--- config.mk ---
export PLATFORM = sky130hd
export DESIGN_NAME = pr_order_arbiter
export DESIGN_NICKNAME = d
export VERILOG_FILES = /design/src/rtl/pr_arb_pkg.sv /design/src/rtl/pr_req_fifo.sv /design/src/rtl/pr_busy_tracker.sv /design/src/rtl/pr_bcast_ctrl.sv /design/src/rtl/pr_order_arbiter.sv
export SDC_FILE = /design/constraint.sdc
export NUM_CORES = 1
export LEC_CHECK = 0
export ABC_AREA = 1
export CORE_MARGIN = 2
export CORE_UTILIZATION = 36
export CTS_BUF_LIST = sky130_fd_sc_hd__clkbuf_4 sky130_fd_sc_hd__clkbuf_8 sky130_fd_sc_hd__clkbuf_16
export DETAILED_ROUTE_END_ITERATION = 8
export PLACE_DENSITY = 0.66
export SYNTH_ARGS = -nofsm -noshare
export SYNTH_HDL_FRONTEND = slang
export SYNTH_SLANG_ARGS = --single-unit
--- constraint.sdc ---
create_clock -name clk -period 7.8 [get_ports clk]
set_clock_uncertainty 0.05 [all_clocks]
set_input_delay 0.78 -clock clk [delete_from_list [all_inputs] [get_ports clk]]
set_output_delay 0.78 -clock clk [all_outputs]
set_load 0.02 [all_outputs]
--- src/rtl/pr_arb_pkg.sv ---
package pr_arb_pkg;

  typedef enum logic {
    IN_REQUEST = 1'b0,
    IN_RELEASE = 1'b1
  } in_kind_e;

  typedef enum logic {
    BC_ACTIVATE   = 1'b0,
    BC_DEACTIVATE = 1'b1
  } bc_kind_e;

  typedef enum logic [1:0] {
    ST_IDLE       = 2'd0,
    ST_SEND_ACT   = 2'd1,
    ST_HOLD       = 2'd2,
    ST_SEND_DEACT = 2'd3
  } arb_state_e;

endpackage

--- src/rtl/pr_req_fifo.sv ---
module pr_req_fifo #(
  parameter int DEPTH  = 4,
  parameter int ID_W   = 2,
  parameter int ADDR_W = 16
) (
  input  logic              clk,
  input  logic              rst_n,
  input  logic              push,
  input  logic [ID_W-1:0]   push_proc,
  input  logic [ADDR_W-1:0] push_addr,
  input  logic              pop,
  output logic              empty,
  output logic              full,
  output logic [ID_W-1:0]   head_proc,
  output logic [ADDR_W-1:0] head_addr
);

  localparam int PTR_W = (DEPTH > 1) ? $clog2(DEPTH) : 1;
  localparam int CNT_W = $clog2(DEPTH + 1);
  localparam logic [PTR_W-1:0] LAST = PTR_W'(DEPTH - 1);

  logic [ID_W-1:0]   proc_mem [DEPTH];
  logic [ADDR_W-1:0] addr_mem [DEPTH];

  logic [PTR_W-1:0] wr_ptr_q, wr_ptr_d;
  logic [PTR_W-1:0] rd_ptr_q, rd_ptr_d;
  logic [CNT_W-1:0] cnt_q, cnt_d;
  logic             do_push, do_pop;

  assign empty   = (cnt_q == '0);
  assign full    = (cnt_q == CNT_W'(DEPTH));
  assign do_push = push && !full;
  assign do_pop  = pop && !empty;

  always_comb begin
    wr_ptr_d = wr_ptr_q;
    rd_ptr_d = rd_ptr_q;
    cnt_d    = cnt_q;
    if (do_push) wr_ptr_d = (wr_ptr_q == LAST) ? '0 : wr_ptr_q + 1'b1;
    if (do_pop)  rd_ptr_d = (rd_ptr_q == LAST) ? '0 : rd_ptr_q + 1'b1;
    case ({do_push, do_pop})
      2'b10:   cnt_d = cnt_q + 1'b1;
      2'b01:   cnt_d = cnt_q - 1'b1;
      default: cnt_d = cnt_q;
    endcase
  end

  always_ff @(posedge clk or negedge rst_n) begin
    if (!rst_n) begin
      wr_ptr_q <= '0;
      rd_ptr_q <= '0;
      cnt_q    <= '0;
    end else begin
      wr_ptr_q <= wr_ptr_d;
      rd_ptr_q <= rd_ptr_d;
      cnt_q    <= cnt_d;
    end
  end

  // One write-enabled slot per entry; payload needs no reset.
  for (genvar e = 0; e < DEPTH; e++) begin : g_slot
    logic slot_we;
    assign slot_we = do_push && (wr_ptr_q == PTR_W'(e));
    always_ff @(posedge clk) begin
      if (slot_we) begin
        proc_mem[e] <= push_proc;
        addr_mem[e] <= push_addr;
      end
    end
  end

  assign head_proc = proc_mem[rd_ptr_q];
  assign head_addr = addr_mem[rd_ptr_q];

endmodule

--- src/rtl/pr_busy_tracker.sv ---
module pr_busy_tracker #(
  parameter int NUM_PROC = 4,
  parameter int ID_W     = 2
) (
  input  logic            clk,
  input  logic            rst_n,
  input  logic            set,
  input  logic [ID_W-1:0] set_id,
  input  logic            clr,
  input  logic [ID_W-1:0] clr_id,
  input  logic [ID_W-1:0] query_id,
  output logic            busy_o
);

  logic [NUM_PROC-1:0] busy_q;

  for (genvar p = 0; p < NUM_PROC; p++) begin : g_bit
    logic hit_set, hit_clr, bit_d;
    assign hit_set = set && (set_id == ID_W'(p));
    assign hit_clr = clr && (clr_id == ID_W'(p));
    always_comb begin
      bit_d = busy_q[p];
      if (hit_clr) bit_d = 1'b0;
      if (hit_set) bit_d = 1'b1;
    end
    always_ff @(posedge clk or negedge rst_n) begin
      if (!rst_n) busy_q[p] <= 1'b0;
      else        busy_q[p] <= bit_d;
    end
  end

  // IDs beyond the processor count read as busy so they are rejected.
  always_comb begin
    if (int'(query_id) < NUM_PROC) busy_o = busy_q[query_id];
    else                           busy_o = 1'b1;
  end

endmodule

--- src/rtl/pr_bcast_ctrl.sv ---
module pr_bcast_ctrl
  import pr_arb_pkg::*;
#(
  parameter int ID_W   = 2,
  parameter int ADDR_W = 16
) (
  input  logic              clk,
  input  logic              rst_n,
  input  logic              q_empty,
  input  logic [ID_W-1:0]   q_proc,
  input  logic [ADDR_W-1:0] q_addr,
  output logic              q_pop,
  input  logic              rel_ok,
  output logic              holding,
  output logic [ID_W-1:0]   cur_proc,
  output logic              bc_valid,
  input  logic              bc_ready,
  output logic              bc_kind,
  output logic [ID_W-1:0]   bc_proc,
  output logic [ADDR_W-1:0] bc_addr
);

  arb_state_e        state_q, state_d;
  logic [ID_W-1:0]   proc_q;
  logic [ADDR_W-1:0] addr_q;
  logic              load_en;

  always_comb begin
    state_d = state_q;
    q_pop   = 1'b0;
    case (state_q)
      ST_IDLE: begin
        if (!q_empty) begin
          q_pop   = 1'b1;
          state_d = ST_SEND_ACT;
        end
      end
      ST_SEND_ACT: begin
        if (bc_ready) state_d = ST_HOLD;
      end
      ST_HOLD: begin
        if (rel_ok) state_d = ST_SEND_DEACT;
      end
      ST_SEND_DEACT: begin
        if (bc_ready) begin
          if (!q_empty) begin
            q_pop   = 1'b1;
            state_d = ST_SEND_ACT;
          end else begin
            state_d = ST_IDLE;
          end
        end
      end
      default: state_d = ST_IDLE;
    endcase
  end

  assign load_en = q_pop;

  always_ff @(posedge clk or negedge rst_n) begin
    if (!rst_n) state_q <= ST_IDLE;
    else        state_q <= state_d;
  end

  always_ff @(posedge clk or negedge rst_n) begin
    if (!rst_n) begin
      proc_q <= '0;
      addr_q <= '0;
    end else if (load_en) begin
      proc_q <= q_proc;
      addr_q <= q_addr;
    end
  end

  assign holding  = (state_q == ST_HOLD);
  assign cur_proc = proc_q;
  assign bc_valid = (state_q == ST_SEND_ACT) || (state_q == ST_SEND_DEACT);
  assign bc_kind  = (state_q == ST_SEND_DEACT) ? BC_DEACTIVATE : BC_ACTIVATE;
  assign bc_proc  = proc_q;
  assign bc_addr  = addr_q;

endmodule

--- src/rtl/pr_order_arbiter.sv ---
module pr_order_arbiter
  import pr_arb_pkg::*;
#(
  parameter  int NUM_PROC = 4,
  parameter  int ADDR_W   = 16,
  localparam int ID_W     = (NUM_PROC > 1) ? $clog2(NUM_PROC) : 1
) (
  input  logic              clk,
  input  logic              rst_n,
  input  logic              in_valid,
  input  logic              in_kind,
  input  logic [ID_W-1:0]   in_proc,
  input  logic [ADDR_W-1:0] in_addr,
  output logic              bc_valid,
  input  logic              bc_ready,
  output logic              bc_kind,
  output logic [ID_W-1:0]   bc_proc,
  output logic [ADDR_W-1:0] bc_addr,
  output logic              err
);

  logic            is_req, is_rel, dup_req, bad_rel, rel_ok, push;
  logic            busy_hit, holding, q_empty, q_full, q_pop;
  logic [ID_W-1:0] q_proc, cur_proc;
  logic [ADDR_W-1:0] q_addr;
  logic            err_d, err_q;

  assign is_req  = in_valid && (in_kind == IN_REQUEST);
  assign is_rel  = in_valid && (in_kind == IN_RELEASE);
  assign dup_req = is_req && busy_hit;
  assign push    = is_req && !busy_hit;
  assign rel_ok  = is_rel && holding && (in_proc == cur_proc);
  assign bad_rel = is_rel && !rel_ok;
  assign err_d   = dup_req || bad_rel;

  pr_busy_tracker #(.NUM_PROC(NUM_PROC), .ID_W(ID_W)) u_busy (
    .clk(clk), .rst_n(rst_n),
    .set(push), .set_id(in_proc),
    .clr(rel_ok), .clr_id(in_proc),
    .query_id(in_proc), .busy_o(busy_hit)
  );

  pr_req_fifo #(.DEPTH(NUM_PROC), .ID_W(ID_W), .ADDR_W(ADDR_W)) u_fifo (
    .clk(clk), .rst_n(rst_n),
    .push(push), .push_proc(in_proc), .push_addr(in_addr),
    .pop(q_pop), .empty(q_empty), .full(q_full),
    .head_proc(q_proc), .head_addr(q_addr)
  );

  pr_bcast_ctrl #(.ID_W(ID_W), .ADDR_W(ADDR_W)) u_ctrl (
    .clk(clk), .rst_n(rst_n),
    .q_empty(q_empty), .q_proc(q_proc), .q_addr(q_addr), .q_pop(q_pop),
    .rel_ok(rel_ok), .holding(holding), .cur_proc(cur_proc),
    .bc_valid(bc_valid), .bc_ready(bc_ready), .bc_kind(bc_kind),
    .bc_proc(bc_proc), .bc_addr(bc_addr)
  );

  always_ff @(posedge clk or negedge rst_n) begin
    if (!rst_n) err_q <= 1'b0;
    else        err_q <= err_d;
  end

  assign err = err_q;

endmodule

==> reports/results.tsv <==
stage	metric	value	unit
clock_network	cts_buffer_depth	2	
placement	dp_hpwl	5210	um
layout	layout.nets	458	
clock_network	clock-sinks	104	
layout	antenna_cells	0	
logic_synthesis	ys.flop_type	edfxtp_1	
placement	port_buffers	43	
critical_path	crit_path_end_kind	register	
power_and_ir_drop	pwr_density_cell	377	nW/um^2
global_route	grt_max_degree	39	
timing	finalSetupTns	0	ns
logic_synthesis	yosysSeqAreaShare	69.1	%
timing	max_freq	0.347	GHz
clock_network	cts_tree	done	
min_path	hp-class	reg -> reg	
logic_synthesis	syn_nets	410	
logic_synthesis	synthCells	375	
routing	wl_per_cell	15.2	um
routing	route.detailed.drc	3	
critical_path	cp_common_cell	nand2_1	
power_and_ir_drop	p_total	1960	uW
logic_synthesis	yosysMostFrequentCell	nand2_1	
power_and_ir_drop	total_leakage_power	0.00205	uW
power_and_ir_drop	ir_worst_vdd	288	uV
clock_network	cts_root_buf	clkbuf_16	
clock_network	clock_latency	0.34	ns
global_route	first_global_vias	2782	
clock_network	htree_levels	3	
clock_network	numCtsBuffers	9	
global_route	antenna_found_initial	0	
clock_network	post_cts_buffers	0	
clock_network	cts.repair.resized	0	
critical_path	timing.critical_path.buf_inv	2	
critical_path	crit_family	buffers and inverters	
layout	area_growth	21.2	%
logic_synthesis	async_flop_share	30.8	%
floorplan	initial_utilization	37.2	%
floorplan	io_pins	44	
critical_path	crit_type	in -> reg	
critical_path	cpMaxStageDelayCell	clkdlybuf4s50_1	
timing	finalHoldViolations	0	
logic_synthesis	synth_top_area_share	50.4	%
floorplan	die_w	113	um
critical_path	worstPathCellList	clkdlybuf4s50_1, nor2_1, nand2_1, nand2_1, nor2_4, nand3_2, ha_1, inv_1, fa_1, a21oi_1, o21ai_0, xor2_1	
timing	setup_violations	0	
critical_path	arrival	3.04	ns
timing	slew_violations	0	
logic_synthesis	yosysUniqueCellTypes	25	
floorplan	core-area	11500	sq um
routing	drtPass1Iterations	8	
critical_path	slowest_delay	0.59	ns
timing	period_needed	2.88	ns
timing	slew_headroom	54.6	%
routing	antenna_left	0	
logic_synthesis	synth_common_cells	nand2_1 (86), edfxtp_1 (72), nor2_1 (46)	
layout	fill_cells	1069	
critical_path	start_kind	primary input	
floorplan	rows	39	
timing	rsz0062_at_grt	false	
outcome	violations	DRC	
logic_synthesis	synthTopCellsByArea	edfxtp_1 (50%), dfrtp_1 (19%), nand2_1 (7.5%)	
routing	vias	2824	
critical_path	cp.required	7.96	ns
logic_synthesis	yosysWarnings	0	
timing	worst_slew_pin_slew	0.681	ns
global_route	grt_remaining_overflow	0	
clock_network	hold_buffers	0	
global_route	grt_usage	14.2	%
placement	gp_congestion	0.777	
critical_path	cp_max_fo	10	
logic_synthesis	synth_area_leader_cell	edfxtp_1	
logic_synthesis	synth-edff-count	72	
logic_synthesis	syn_area	4290	sq um
clock_network	clk_pin_slew	0.06	ns
timing	min_period_over_period	37.0	%
floorplan	fp.dieH	113	um
run	cap_viol_max_count	0	
floorplan	die-area	12800	sq um
layout	final_util	45.1	%
routing	drt_iter0_markers	202	
logic_synthesis	ys_ff_latch	104	
logic_synthesis	avgSynthCellArea	11.4	sq um
routing	wl	8700	um
layout	drive_above_1_share	7.48	%
global_route	grt_pass1_wl	14000	um
outcome	outcome	finished with violations	
routing	vias_per_cell	4.95	
[tightest hold or removal path: stages, from the launching register on]
cell	delay [ns]
dfrtp_1	0.35
nand2_1	0.05
nand2_1	0.04
[stage by stage]
stage / setup WS (ns) / cell area, sq um / instances / hold slack (ns)
2_1_floorplan: 5.24 / 4290 / 375 / 0.392
3_3_place_gp: 4.70 / 4880 / 555 / 0.412
3_5_place_dp: 4.57 / 4880 / 555 / 0.414
4_1_cts: 4.92 / 5200 / 571 / 0.428
5_1_grt: 4.65 / 5200 / 571 / 0.463
6_report: 4.92 / 5200 / 571 / 0.425
[path summary, 6_finish.rpt]
path	from	to	slack, ns	cells after the start
max	in_proc[0]	u_fifo.cnt_q[2]$_DFFE_PN0P_	4.92	12
min	u_busy.busy_q[2]$_DFFE_PN0P_	u_busy.busy_q[2]$_DFFE_PN0P_	0.43	2
max reg2reg	u_ctrl.state_q[0]$_DFFE_PN0P_	u_fifo.cnt_q[2]$_DFFE_PN0P_	5.15	10
min reg2reg	u_busy.busy_q[2]$_DFFE_PN0P_	u_busy.busy_q[2]$_DFFE_PN0P_	0.43	2
max in group asynchronous	rst_n	u_fifo.cnt_q[2]$_DFFE_PN0P_	6.55	2
min in group asynchronous	rst_n	u_busy.busy_q[1]$_DFFE_PN0P_	0.82	2
[cell type report]
| type | count | area [sq um] | area share (%) |
|---|---|---|---|
| clock buffer | 13 | 268 | 5.15 |
| inverter | 26 | 97.6 | 1.88 |
| multi-input combinational | 232 | 1160 | 22.3 |
| tap | 143 | 179 | 3.44 |
| sequential | 104 | 2960 | 57.0 |
| clock inverter | 3 | 47.5 | 0.915 |
| timing repair buffer | 50 | 483 | 9.29 |
[routing by layer]
layer  track usage (%)  wire, um  vias up  share of wire, %
li1                  -         -     1373                 -
met1              17.2      3710     1380                43
met5                 0         0        -                 0
met4              5.12        36        0              0.41
met3              3.59       421        2               4.8
met2              24.8      4540       69                52
[report_power, final]
group	switching, uW	internal (uW)	total (uW)	leakage [uW]
clock network	188	275	463	0.000157
registers	69.9	704	774	0.00103
logic	447	274	721	0.000860
[cells by family (layout without fill, tap and decap cells)]
kind of cell    after synthesis  in the layout  synth area share, %
compound gates               65             65                 8.11
xor+xnor                      3              3                0.613
fa+ha+maj                    12             12                 3.68
buf+inv                      39             92                 3.85
flops                       104            104                 69.1
simple gates                152            152                 14.6
[flip-flops by register name (all words and copies together), names as in the netlist]
register         cells
u_ctrl.state_q       2
u_fifo.proc_mem      8
u_ctrl.bc_addr      16
u_fifo.rd_ptr_q      2
u_fifo.addr_mem     64
err                  1
u_fifo.cnt_q         3
u_busy.busy_q        4
u_fifo.wr_ptr_q      2
u_ctrl.bc_proc       2
[placed cells by master (no fill, tap or decap), types with 2 or more instances in the layout]
master            n
nor2_1           46
a21oi_1           3
clkbuf_4          2
edfxtp_1         72
nand4_1           2
nand3_1          13
o21ai_0          41
inv_1            22
dfrtp_1          32
o21ai_1           3
ha_1             11
clkdlybuf4s50_1  43
clkbuf_16         9
inv_2             4
nand3_2           2
nand2_1          86
buf_4             7
xnor2_1           2
o22ai_1          18
clkbuf_8          2
Power figures use the tool's default switching activity.
